<file path="src/rtl/ait_pkg.sv">
package ait_pkg;

    typedef enum logic [1:0] {
        ACK_NONE  = 2'd0,
        ACK_MID   = 2'd1,
        ACK_LAST  = 2'd2,
        ACK_RANGE = 2'd3
    } ack_class_e;

endpackage

</file>
<file path="src/rtl/ait_ack_counter.sv">
module ait_ack_counter #(
    parameter int PEND_W = 5,
    parameter int ACK_W  = PEND_W + 1
) (
    input  logic                     clk,
    input  logic                     rst_n,
    input  logic                     load_i,
    input  logic                     clear_i,
    input  logic [PEND_W-1:0]        load_val_i,
    input  logic                     ack_en_i,
    input  logic signed [ACK_W-1:0]  ack_cnt_i,
    output logic [PEND_W-1:0]        pending_o,
    output ait_pkg::ack_class_e      ack_class_o,
    output logic                     range_err_o
);
    import ait_pkg::*;

    localparam int DIFF_W = ACK_W + 2;
    localparam logic signed [DIFF_W-1:0] PEND_MAX =
        {{(DIFF_W-PEND_W){1'b0}}, {PEND_W{1'b1}}};

    typedef struct packed {
        logic [PEND_W-1:0] pend;
        logic              err;
    } cnt_state_t;

    cnt_state_t cur_q, nxt_d;
    logic signed [DIFF_W-1:0] diff;
    ack_class_e cls;

    always_comb begin
        nxt_d = cur_q;
        diff  = $signed({{(DIFF_W-PEND_W){1'b0}}, cur_q.pend})
              - $signed({{(DIFF_W-ACK_W){ack_cnt_i[ACK_W-1]}}, ack_cnt_i});
        cls   = ACK_NONE;
        if (ack_en_i) begin
            if (diff < 0 || diff > PEND_MAX) begin
                cls        = ACK_RANGE;
                nxt_d.err  = 1'b1;
            end else if (diff == 0) begin
                cls = ACK_LAST;
            end else begin
                cls = ACK_MID;
            end
        end
        if (load_i) begin
            nxt_d.pend = load_val_i;
        end else if (clear_i) begin
            nxt_d.pend = '0;
        end else if (cls == ACK_LAST || cls == ACK_MID) begin
            nxt_d.pend = diff[PEND_W-1:0];
        end
    end

    always_ff @(posedge clk or negedge rst_n) begin
        if (!rst_n) cur_q <= '0;
        else        cur_q <= nxt_d;
    end

    assign pending_o   = cur_q.pend;
    assign range_err_o = cur_q.err;
    assign ack_class_o = cls;

endmodule

</file>
<file path="src/rtl/ait_req_record.sv">
module ait_req_record #(
    parameter int NUM_L1 = 8,
    parameter int ID_W   = (NUM_L1 > 1) ? $clog2(NUM_L1) : 1
) (
    input  logic              clk,
    input  logic              rst_n,
    input  logic              load_i,
    input  logic              clear_i,
    input  logic              ld_en_i,
    input  logic [ID_W-1:0]   ld_id_i,
    input  logic              st_en_i,
    input  logic [ID_W-1:0]   st_id_i,
    output logic [NUM_L1-1:0] load_set_o,
    output logic              store_rec_o,
    output logic [ID_W-1:0]   store_id_o,
    output logic              excl_ok_o,
    output logic              shared_ok_o
);
    localparam int CNT_W = $clog2(NUM_L1 + 1);

    typedef struct packed {
        logic [NUM_L1-1:0] set;
        logic              srec;
        logic [ID_W-1:0]   sid;
    } rec_state_t;

    rec_state_t cur_q, nxt_d;
    logic [CNT_W-1:0] ones;

    always_comb begin
        nxt_d = cur_q;
        if (load_i || clear_i) begin
            nxt_d = '0;
        end else begin
            for (int i = 0; i < NUM_L1; i++) begin
                if (ld_en_i && int'(ld_id_i) == i) nxt_d.set[i] = 1'b1;
            end
            if (st_en_i) begin
                nxt_d.srec = 1'b1;
                nxt_d.sid  = st_id_i;
            end
        end
    end

    always_comb begin
        ones = '0;
        for (int i = 0; i < NUM_L1; i++) begin
            ones = ones + CNT_W'(cur_q.set[i]);
        end
    end

    always_ff @(posedge clk or negedge rst_n) begin
        if (!rst_n) cur_q <= '0;
        else        cur_q <= nxt_d;
    end

    assign load_set_o  = cur_q.set;
    assign store_rec_o = cur_q.srec;
    assign store_id_o  = cur_q.sid;
    assign excl_ok_o   = (ones == CNT_W'(1));
    assign shared_ok_o = (ones != '0);

endmodule

</file>
<file path="src/rtl/ait_entry_ctl.sv">
module ait_entry_ctl #(
    parameter int                  STATE_W  = 3,
    parameter logic [STATE_W-1:0]  NP_STATE = '0
) (
    input  logic               clk,
    input  logic               rst_n,
    input  logic               alloc_i,
    input  logic               dealloc_i,
    input  logic               snap_dirty_i,
    input  logic [STATE_W-1:0] snap_state_i,
    input  logic               any_req_i,
    input  logic               wb_valid_i,
    input  logic               wb_dirty_i,
    input  logic               state_wr_i,
    input  logic [STATE_W-1:0] state_val_i,
    input  logic               tag_hit_i,
    input  logic [STATE_W-1:0] line_state_i,
    output logic               busy_o,
    output logic               dirty_o,
    output logic [STATE_W-1:0] eff_state_o,
    output logic               misuse_o
);
    typedef struct packed {
        logic               busy;
        logic               dirty;
        logic [STATE_W-1:0] txn;
        logic               mis;
    } ctl_state_t;

    ctl_state_t cur_q, nxt_d;

    always_comb begin
        nxt_d = cur_q;
        if (!cur_q.busy && any_req_i) nxt_d.mis = 1'b1;
        if (alloc_i) begin
            nxt_d.busy  = 1'b1;
            nxt_d.dirty = snap_dirty_i;
            nxt_d.txn   = snap_state_i;
        end else if (dealloc_i) begin
            nxt_d.busy  = 1'b0;
            nxt_d.dirty = 1'b0;
            nxt_d.txn   = '0;
        end else if (cur_q.busy) begin
            if (wb_valid_i) nxt_d.dirty = wb_dirty_i;
            if (state_wr_i) nxt_d.txn   = state_val_i;
        end
    end

    always_ff @(posedge clk or negedge rst_n) begin
        if (!rst_n) cur_q <= '0;
        else        cur_q <= nxt_d;
    end

    always_comb begin
        if (cur_q.busy)     eff_state_o = cur_q.txn;
        else if (tag_hit_i) eff_state_o = line_state_i;
        else                eff_state_o = NP_STATE;
    end

    assign busy_o   = cur_q.busy;
    assign dirty_o  = cur_q.dirty;
    assign misuse_o = cur_q.mis;

endmodule

</file>
<file path="src/rtl/inval_ack_tracker.sv">
module inval_ack_tracker #(
    parameter int                  NUM_L1   = 8,
    parameter int                  STATE_W  = 3,
    parameter logic [STATE_W-1:0]  NP_STATE = '0,
    localparam int ID_W   = (NUM_L1 > 1) ? $clog2(NUM_L1) : 1,
    localparam int PEND_W = $clog2(NUM_L1 + 1) + 1,
    localparam int ACK_W  = PEND_W + 1
) (
    input  logic               clk,
    input  logic               rst_n,
    input  logic               alloc_i,
    input  logic               dealloc_i,
    input  logic [PEND_W-1:0]  snap_sharers_i,
    input  logic               snap_dirty_i,
    input  logic [STATE_W-1:0] snap_state_i,
    input  logic               ack_valid_i,
    input  logic [ACK_W-1:0]   ack_count_i,
    input  logic               load_req_i,
    input  logic [ID_W-1:0]    load_id_i,
    input  logic               store_req_i,
    input  logic [ID_W-1:0]    store_id_i,
    input  logic               wb_valid_i,
    input  logic               wb_dirty_i,
    input  logic               state_wr_i,
    input  logic [STATE_W-1:0] state_val_i,
    input  logic               tag_hit_i,
    input  logic [STATE_W-1:0] line_state_i,
    output logic               busy_o,
    output logic [PEND_W-1:0]  pending_o,
    output logic               ack_mid_o,
    output logic               ack_last_o,
    output logic [NUM_L1-1:0]  load_set_o,
    output logic               store_rec_o,
    output logic [ID_W-1:0]    store_id_o,
    output logic               excl_ok_o,
    output logic               shared_ok_o,
    output logic               dirty_o,
    output logic [STATE_W-1:0] eff_state_o,
    output logic               misuse_err_o,
    output logic               count_err_o
);
    import ait_pkg::*;

    logic       busy;
    logic       any_req;
    ack_class_e ack_cls;

    assign any_req = ack_valid_i | load_req_i | store_req_i | wb_valid_i | state_wr_i;

    ait_entry_ctl #(
        .STATE_W  (STATE_W),
        .NP_STATE (NP_STATE)
    ) u_ctl (
        .clk          (clk),
        .rst_n        (rst_n),
        .alloc_i      (alloc_i),
        .dealloc_i    (dealloc_i),
        .snap_dirty_i (snap_dirty_i),
        .snap_state_i (snap_state_i),
        .any_req_i    (any_req),
        .wb_valid_i   (wb_valid_i),
        .wb_dirty_i   (wb_dirty_i),
        .state_wr_i   (state_wr_i),
        .state_val_i  (state_val_i),
        .tag_hit_i    (tag_hit_i),
        .line_state_i (line_state_i),
        .busy_o       (busy),
        .dirty_o      (dirty_o),
        .eff_state_o  (eff_state_o),
        .misuse_o     (misuse_err_o)
    );

    ait_ack_counter #(
        .PEND_W (PEND_W),
        .ACK_W  (ACK_W)
    ) u_cnt (
        .clk         (clk),
        .rst_n       (rst_n),
        .load_i      (alloc_i),
        .clear_i     (dealloc_i),
        .load_val_i  (snap_sharers_i),
        .ack_en_i    (ack_valid_i & busy),
        .ack_cnt_i   ($signed(ack_count_i)),
        .pending_o   (pending_o),
        .ack_class_o (ack_cls),
        .range_err_o (count_err_o)
    );

    ait_req_record #(
        .NUM_L1 (NUM_L1),
        .ID_W   (ID_W)
    ) u_rec (
        .clk         (clk),
        .rst_n       (rst_n),
        .load_i      (alloc_i),
        .clear_i     (dealloc_i),
        .ld_en_i     (load_req_i & busy),
        .ld_id_i     (load_id_i),
        .st_en_i     (store_req_i & busy),
        .st_id_i     (store_id_i),
        .load_set_o  (load_set_o),
        .store_rec_o (store_rec_o),
        .store_id_o  (store_id_o),
        .excl_ok_o   (excl_ok_o),
        .shared_ok_o (shared_ok_o)
    );

    assign busy_o     = busy;
    assign ack_mid_o  = (ack_cls == ACK_MID);
    assign ack_last_o = (ack_cls == ACK_LAST);

endmodule

</file>
<file path="config.mk">
export PLATFORM = sky130hd
export DESIGN_NAME = inval_ack_tracker
export DESIGN_NICKNAME = d
export VERILOG_FILES = /design/src/rtl/ait_pkg.sv /design/src/rtl/ait_ack_counter.sv /design/src/rtl/ait_req_record.sv /design/src/rtl/ait_entry_ctl.sv /design/src/rtl/inval_ack_tracker.sv
export SDC_FILE = /design/constraint.sdc
export NUM_CORES = 1
export LEC_CHECK = 0
export ABC_AREA = 1
export CAP_MARGIN = 20
export CORE_MARGIN = 2
export CORE_UTILIZATION = 39
export DETAILED_ROUTE_END_ITERATION = 12
export PLACE_DENSITY = 0.79
export RECOVER_POWER = 25
export SLEW_MARGIN = 15
export SYNTH_ARGS = -nofsm -noshare
export SYNTH_HDL_FRONTEND = slang
export SYNTH_SLANG_ARGS = --single-unit
</file>
<file path="constraint.sdc">
create_clock -name clk -period 3.8 [get_ports clk]
set_clock_uncertainty 0.15 [all_clocks]
set_input_delay 0.76 -clock clk [delete_from_list [all_inputs] [get_ports clk]]
set_output_delay 0.76 -clock clk [all_outputs]
set_load 0.01 [all_outputs]
</file>
==> results of run 1 <==
-- logic make-up (layout without fill, tap and decap cells) --
group           Yosys count  in the layout  synth area share, %
compound gates           33             33                 11.3
xor+xnor                  1              1                0.541
fa+ha+maj                15             15                 13.9
buf+inv                  42            119                 9.96
flops                    24             24                 37.1
simple gates             98             98                 27.3
-- final cells by class --
type / instances / area (um2) / area share [%]
sequential: 24 / 601 / 24.3
inverter: 39 / 146 / 5.93
tap: 50 / 62.6 / 2.54
timing repair buffer: 76 / 716 / 29.0
multi-input combinational: 147 / 887 / 36.0
clock buffer: 4 / 55.1 / 2.23
-- repair_timing --
item,4_1_cts,5_1_grt
cloned,0,0
pin swaps,5,10
hold buffers,0,0
resized for setup,16,7
endpoints found under the setup margin,4,4
-- through the flow --
stage / cell area [um2] / power, mW / util (%) / setup WS, ps
after floorplan: 1630 / 0.450 / - / -33.0
after global placement: 2410 / 0.596 / 60.3 / -459
after detailed placement: 2410 / 0.601 / 60.3 / -538
after CTS: 2470 / 0.773 / 61.8 / -509
after global routing: 2470 / 0.824 / 61.7 / -582
final: 2470 / 0.772 / 61.7 / -478
-- worst max path at each step --
stage               slack (ps)  cells after the start          end
CTS                       -510                     11  shared_ok_o
detailed placement        -540                     11  shared_ok_o
floorplan                  -30                     10  shared_ok_o
global placement          -460                     11  shared_ok_o
global route              -580                     11  shared_ok_o
finish                    -480                     11  shared_ok_o
-- layer usage --
metal	wire length, um	vias up
met5	0	-
met3	188	4
li1	-	834
met4	44	0
met2	2010	46
met1	1850	765
-- worst max-delay path, cell delays in order, from the launching register on --
cell	delay, ps
dfrtp_1	390
ha_1	290
inv_1	60
fa_1	420
fa_1	500
inv_2	40
fa_2	360
fa_2	380
nor2_2	100
a21oi_2	50
or3_4	380
buf_6	120
-- placed cells by master, fill, tap and decap left out, types with 2 or more instances in the layout --
cell / netlist / final
nand3_1: 17 / 17
nand2_2: 4 / 6
fa_1: 5 / 2
inv_1: 38 / 37
clkdlybuf4s50_1: 0 / 60
nand4_1: 3 / 3
o21bai_1: 3 / 3
a21oi_1: 21 / 20
nor2_1: 20 / 18
nand2_1: 46 / 44
fa_2: 0 / 3
nand3_2: 2 / 2
buf_4: 0 / 10
a22oi_1: 4 / 4
inv_2: 1 / 2
clkbuf_2: 0 / 2
dfrtp_1: 24 / 24
nor3b_1: 2 / 2
o21ai_0: 5 / 5
clkbuf_8: 0 / 4
nor2_2: 0 / 2
ha_1: 10 / 9
-- power groups by stage --
stage	Clock (mW)	Combinational [mW]	Sequential (mW)
after floorplan	0	0.154	0.296
after global placement	0	0.303	0.292
after detailed placement	0	0.308	0.293
after CTS	0.175	0.310	0.288
after global routing	0.185	0.349	0.291
final	0.172	0.312	0.288
-- state kept, by name (all words and copies together) (netlist names) --
signal and cells:
u_ctl.cur_q 3, u_rec.store_id_o 3, u_rec.store_rec_o 1, u_cnt.pending_o 5
u_ctl.misuse_o 1, u_ctl.busy_o 1, u_rec.load_set_o 8, u_ctl.dirty_o 1
u_cnt.range_err_o 1
==> results.yml, run 1 <==
clock_network:
  numCtsBuffers: 3
  htree_levels: 1
  clock-root-buffer: "clkbuf_8"
  clk_path_buf_depth: 2
  path_clk_slew_ps: 80
  cts_tree: "built"
  insertion_delay_ps: 260
  post-cts-setup-buffers: 0
  cts_sinks: 24
timing:
  worstMarginPinSlew_ps: 1230
  max_slew_margin_pct: 17.7
  rsz0062_at_grt: "yes"
  tns_ps: -814
  setup_slack_ps: -478
  setup_viol: 2
  finalHoldViolCount: 0
  fmax_mhz: 234
  period_needed_ps: 4280
  min_period_over_period_pct: 113
  slew_violations: 0
  hold_slack_ps: 317
die:
  io_pins: 66
  initial_core_util_pct: 40.5
  die_y_um: 68.5
  die_w_um: 68.5
  rows: 23
  fp.coreArea_um2: 4000
  die_area_um2: 4690
worst_hold_path:
  worst_hold_path_type: "reg -> reg"
  hold_path_depth: 2
  holdPathEnd: "u_cnt.range_err_o"
  hold_start: "u_cnt.range_err_o"
yosys:
  synth_edf_count: 0
  synth.yosys.seq_area_share_pct: 37.1
  synth.distinct_cells: 22
  ys_top_cells_by_count: "nand2_1, inv_1, dfrtp_1"
  syn_area_per_cell_um2: 7.61
  yosysTopAreaCellShare_pct: 37.1
  synth-seq-cells: 24
  yosysMostFrequentCell: "nand2_1"
  synthArstFlopShare_pct: 100
  yosysTopAreaCell: "dfrtp_1"
  synth_ff_type: "dfrtp_1"
  ys_top_cells_by_area: "dfrtp_1, nand2_1, inv_1"
  ys_warn_count: 0
  syn_inst: 213
  syn_area_um2: 1620
  syn_nets: 266
run_status:
  failed_checks: "negative setup slack"
  status: "finished, violations left"
global_routing:
  track_usage_pct: 18.6
  overflow: 0
  use_met1_pct: 24.5
  grt_antenna_before_repair: 0
  grt_pass1_wl_mm: 6.62
  grt_max_degree: 25
  busiest_layer: "met2"
  use_met3_pct: 2.30
  grt_pass1_vias: 1541
  met2_usage_pct: 32.1
setup_path:
  r2r_slack_ps: 1160
  reg2reg_to: "u_cnt.pending_o[1]"
  r2r-start: "u_cnt.pending_o[0]"
  end_kind: "output port"
  rr_worst_depth: 17
  critPathKind: "reg -> out"
  start_kind: "register"
  cp_data_arrival_time_ps: 3370
  crit_fanout: 2
  critPathRequiredTime_ps: 2890
  crit_start: "u_rec.load_set_o[0]"
power:
  max-vdd-ir-drop_mv: 0.169
  power_frac_seq_pct: 37.3
  comb_power_share_pct: 40.4
  p_clk_share_pct: 22.3
  pwr_density_cell_nw_per_um2: 313
  p_leak_nw: 1.23
  intPower_mw: 0.523
  switching_power_mw: 0.249
  p_sw_share_pct: 32.3
route:
  dr_total_vias: 1649
  ant_nets: 0
  first_pass_iters: 4
  drc: 0
  via_per_inst: 4.85
  drt_wl_total_mm: 4.09
  drtIter0Drc: 59
  wl_per_cell_um: 12.0
placement:
  dp_cells: 336
  place_congestion: 0.841
  portBuffers: 65
  hpwl_mm: 3.32
layout:
  antenna_cells: 0
  fin_nets: 344
  syn2layout_area_growth_pct: 52.3
  drive_gt1_share_pct: 12.8
  final_cells: 340
  fillers: 373
run:
  drv_cap: 0
No activity file was read; power rests on OpenSTA's default activity.
==> run 2, diff against run 1 <==
--- a/config.mk
+++ b/config.mk
@@ -8,9 +8,10 @@
 export ABC_AREA = 1
 export CAP_MARGIN = 20
 export CORE_MARGIN = 2
-export CORE_UTILIZATION = 39
+export CORE_UTILIZATION = 35
 export DETAILED_ROUTE_END_ITERATION = 12
-export PLACE_DENSITY = 0.79
+export DONT_BUFFER_PORTS = 1
+export PLACE_DENSITY = 0.53
 export RECOVER_POWER = 25
 export SLEW_MARGIN = 15
 export SYNTH_ARGS = -nofsm -noshare
==> run 2 against run 1 <==
Compared with the run above: the run still ends with negative setup slack left; final cell count shrank 21%; sequential share of layout area grew 9.5 points; die area grew 11%; sequential power grew 3%; non-clock buffer count shrank 72; routed wire length shrank 10%; combinational power shrank 42%; critical path type unchanged.
==> results.yml, run 2 (synthesis results as in run 1) <==
die:
  io_pins: 66
  die_y_um: 72.0
  die_area_um2: 5190
  fp.coreArea_um2: 4410
  initial_core_util_pct: 36.7
  die_w_um: 72.0
  rows: 24
power:
  p_sw_share_pct: 34.6
  intPower_mw: 0.413
  p_leak_nw: 0.950
  comb_power_share_pct: 28.9
  switching_power_mw: 0.218
  pwr_density_cell_nw_per_um2: 356
  max-vdd-ir-drop_mv: 0.144
  p_clk_share_pct: 24.1
  power_frac_seq_pct: 47.0
layout:
  syn2layout_area_growth_pct: 9.58
  fin_nets: 272
  final_common_cell: "nand2_1"
  layout_common_cells: "nand2_1, inv_1, dfrtp_1"
  fin_area_um2: 1780
  largest_register_ffs: 8
  regArea_um2: 601
  drive_gt1_share_pct: 10.6
  fillers: 452
  antenna_cells: 0
  fin_util_pct: 40.2
  multi_input_area_um2: 892
global_routing:
  grt_antenna_before_repair: 0
  overflow: 0
  track_usage_pct: 14.2
  grt_pass1_vias: 1311
  grt_pass1_wl_mm: 5.76
  grt_max_degree: 25
route:
  via_per_inst: 5.03
  wl_per_cell_um: 13.7
  drc: 0
  drtIter0Drc: 57
  ant_nets: 0
  drt_wl_total_mm: 3.68
  dr_total_vias: 1353
  first_pass_iters: 4
setup_path:
  critPathRequiredTime_ps: 2890
  cp_data_arrival_time_ps: 3210
  critPathKind: "reg -> out"
  crit_fanout: 2
  start_kind: "register"
  end_kind: "output port"
timing:
  setup_slack_ps: -315
  min_period_over_period_pct: 108
  max_slew_margin_pct: 70.1
  rsz0062_at_grt: "yes"
  hold_slack_ps: 31.3
  worstMarginPinSlew_ps: 447
  fmax_mhz: 243
  finalHoldViolCount: 0
  setup_viol: 2
  period_needed_ps: 4120
  slew_violations: 0
clock_network:
  htree_levels: 1
  path_clk_slew_ps: 90
  cts_sinks: 24
  cts_tree: "built"
  clock-root-buffer: "clkbuf_8"
  clk_path_buf_depth: 2
  insertion_delay_ps: 260
  cts_hold_buf: 0
  numCtsBuffers: 3
placement:
  hpwl_mm: 2.95
  place_congestion: 0.831
  placed_cell_area_um2: 1710
  portBuffers: 0
run:
  drv_cap: 0
run_status:
  failed_checks: "negative setup slack"
  status: "finished, violations left"
worst_hold_path:
  worst_hold_path_type: "in -> async"
[run 2: changes by cell type in the layout (fill, tap and decap cells not counted), sizes merged]
cell	delta
buf	-8
clkdlybuf4s50	-60
clkbuf	-4
dlygate4sd3	-1
[run 2: power by group through the flow]
stage          clock network [mW]  registers, mW  logic [mW]
2_1_floorplan                   0          0.296       0.154
3_3_place_gp                    0          0.302       0.182
3_5_place_dp                    0          0.302       0.184
4_1_cts                     0.158          0.297       0.184
5_1_grt                     0.166          0.300       0.209
6_report                    0.152          0.297       0.182
[run 2: cell type report]
type / instances / area share [%]
timing repair buffer: 4 / 1.69
multi-input combinational: 147 / 50.2
clock buffer: 3 / 2.33
sequential: 24 / 33.8
tap: 52 / 3.66
inverter: 39 / 8.25
[run 2: stage by stage]
stage	std cells	total power, mW	setup slack (ps)	setup TNS [ps]
after CTS	269	0.640	-317	-619
after detailed placement	266	0.486	-66.7	-66.7
after global routing	269	0.675	-418	-820
after floorplan	213	0.450	-33.0	-33.0
after global placement	266	0.485	-33.2	-33.2
final	269	0.631	-315	-597
[run 2: routing by layer]
metal	track usage [%]	share of wire, %
met3	4.58	9.1
met4	3.77	0.73
met1	18.0	45
met5	0	0
met2	23.5	45
[run 2: path summary, 6_finish.rpt]
| path | from | to | slack, ps | depth (start not counted) |
|---|---|---|---|---|
| setup / recovery | u_rec.load_set_o[1] | shared_ok_o | -320 | 10 |
| hold / removal | rst_n | u_rec.load_set_o[7] | 30 | 0 |
| setup reg to reg | u_cnt.pending_o[0] | u_cnt.pending_o[3] | 1040 | 15 |
| hold reg to reg | u_cnt.range_err_o | u_cnt.range_err_o | 380 | 2 |
| max in group asynchronous | rst_n | u_cnt.pending_o[3] | 3400 | 0 |
| min in group clk | u_cnt.range_err_o | u_cnt.range_err_o | 380 | 2 |
[run 2: what timing repair did]
item,in CTS,in global routing
pin swaps,3,2
buffers inserted,0,0
gates resized for setup,1,4
endpoints found under the setup margin,2,2
gates cloned,0,0
[run 2: worst max-delay path, cell delays in order (launching register included)]
cell     delay [ps]
dfrtp_1         420
ha_4            280
inv_2            30
fa_1            460
fa_1            490
inv_1            50
fa_2            340
fa_2            350
nor2_2          120
a21oi_2          50
or3_4           340
==> run 3, diff against run 2 <==
==> constraint.sdc (replaced) <==
create_clock -name clk -period 3.8 [get_ports clk]
set_clock_uncertainty 0.15 [all_clocks]
set_input_delay 0.38 -clock clk [delete_from_list [all_inputs] [get_ports clk]]
set_output_delay 0.38 -clock clk [all_outputs]
set_load 0.01 [all_outputs]
==> run 3 against run 2 <==
Compared with the run above: the flow still finishes with violations (negative setup slack); clock power rose by 46%; hold slack improved by 19 ps; maximum frequency rose by 8.3%; core utilization rose by 0.20 points; setup slack improved by 320 ps; via count fell by 0.67%; critical path type unchanged.
==> results.yml, run 3 (synthesis results as in run 1) <==
run:
  drv_cap: 0
route:
  first_pass_iters: 4
  drtIter0Drc: 41
  via_per_inst: 5.00
  drc: 0
  top_layer: "met4"
  dr_total_vias: 1344
  wl_per_cell_um: 13.7
  drt_wl_total_mm: 3.68
  wl_met1_mm: 1.68
  wl_met3_um: 341
  dr_wl_met2_mm: 1.64
  ant_nets: 0
timing:
  slew_violations: 0
  period_needed_ps: 3800
  worstMarginPinSlew_ps: 1320
  max_slew_margin_pct: 12.3
  min_period_over_period_pct: 100
  rsz0062_at_grt: "yes"
  finalHoldViolCount: 0
  setup_slack_ps: -0.290
  setup_viol: 1
  tns_ps: -0.290
  fmax_mhz: 263
die:
  die_y_um: 72.0
  initial_core_util_pct: 36.7
  io_pins: 66
  rows: 24
  die_w_um: 72.0
  fp.coreArea_um2: 4410
  die_area_um2: 5190
placement:
  placed_cell_area_um2: 1680
  hpwl_mm: 3.01
  place_congestion: 0.769
  portBuffers: 0
  pre_cts_ws_ps: 192
clock_network:
  path_clk_slew_ps: 90
  clk_path_buf_depth: 2
  htree_levels: 1
  numCtsBuffers: 3
  cts_tree: "built"
  post-cts-setup-buffers: 0
  clock-root-buffer: "clkbuf_8"
  cts_sinks: 24
  insertion_delay_ps: 260
setup_path:
  crit_start: "u_rec.load_set_o[0]"
  r2r-start: "u_cnt.pending_o[0]"
  start_kind: "register"
  cp_data_arrival_time_ps: 3270
  r2r_slack_ps: 1040
  end_kind: "output port"
  crit_fanout: 3
  rr_worst_depth: 15
  critPathRequiredTime_ps: 3270
  critPathKind: "reg -> out"
global_routing:
  grt_pass1_vias: 1357
  grt_max_degree: 25
  overflow: 0
  grt_pass1_wl_mm: 6.23
  grt_antenna_before_repair: 0
  track_usage_pct: 15.4
run_status:
  status: "finished, violations left"
  failed_checks: "negative setup slack"
layout:
  final_common_cell: "nand2_1"
  fin_nets: 271
  layout_common_cells: "nand2_1, inv_1, dfrtp_1"
  fin_area_um2: 1780
  drive_gt1_share_pct: 8.76
  syn2layout_area_growth_pct: 10.1
  largest_register_ffs: 8
  antenna_cells: 0
worst_hold_path:
  worst_hold_path_type: "in -> reg"
  hold_path_depth: 1
  hold_start: "dealloc_i"
power:
  finalPower_mw: 0.707
  max-vdd-ir-drop_mv: 0.234
  p_leak_nw: 0.954
  pwr_density_cell_nw_per_um2: 396
run 3: cell count changes in the layout (fill, tap and decap cells not counted), sizes merged:
cell and delta:
buf -3, bufinv +1, clkbuf +1, dlygate4sd3 +1
run 3: repair_timing:
item                                   CTS  global route
hold buffers                             2             0
pin swaps                                1             3
endpoints found under the hold margin   24             0
setup endpoints to repair                2             2
resized for setup                        3             4
run 3: final timing paths:
kind                                             to
worst max-delay path                    shared_ok_o
worst min-delay path                   u_ctl.busy_o
worst max register to register   u_cnt.pending_o[1]
worst min register to register    u_cnt.range_err_o
max in group asynchronous       u_rec.load_set_o[6]
min in group asynchronous       u_rec.store_id_o[1]
run 3: layer usage:
layer  up-vias  GRT usage [%]
met5         -              0
met4         0           2.52
met3         2           5.28
met2        50           24.6
met1       602           20.8
li1        690              -
run 3: layout make-up:
| type | count | area [um2] |
|---|---|---|
| well taps | 52 | 65.1 |
| multi-input cells | 147 | 880 |
| repair buffers | 3 | 21.3 |
| inverters | 39 | 146 |
| clock buffers | 3 | 41.3 |
| fillers | 478 | 2630 |
| flip-flops and latches | 24 | 601 |
| clock inverters | 1 | 30.0 |
run 3: power breakdown:
| group | switching, mW | internal [mW] |
|---|---|---|
| Sequential | 0.0245 | 0.273 |
| Clock | 0.0815 | 0.141 |
| Combinational | 0.118 | 0.0691 |
| Total | 0.224 | 0.483 |
run 3: critical path: stages, from the launching register on:
cell	delay [ps]
dfrtp_1	430
ha_1	330
inv_2	60
fa_1	410
fa_1	490
inv_1	50
fa_2	350
fa_2	390
nor2_4	90
a21oi_2	40
or3_4	340
run 3: through the flow:
step	util (%)	instances	hold WS, ps
after global placement	38.0	263	-64.8
after global routing	40.4	269	46.3
after CTS	40.5	269	39.7
after floorplan	-	213	-65.6
final	40.4	269	50.2
after detailed placement	38.0	263	-65.0
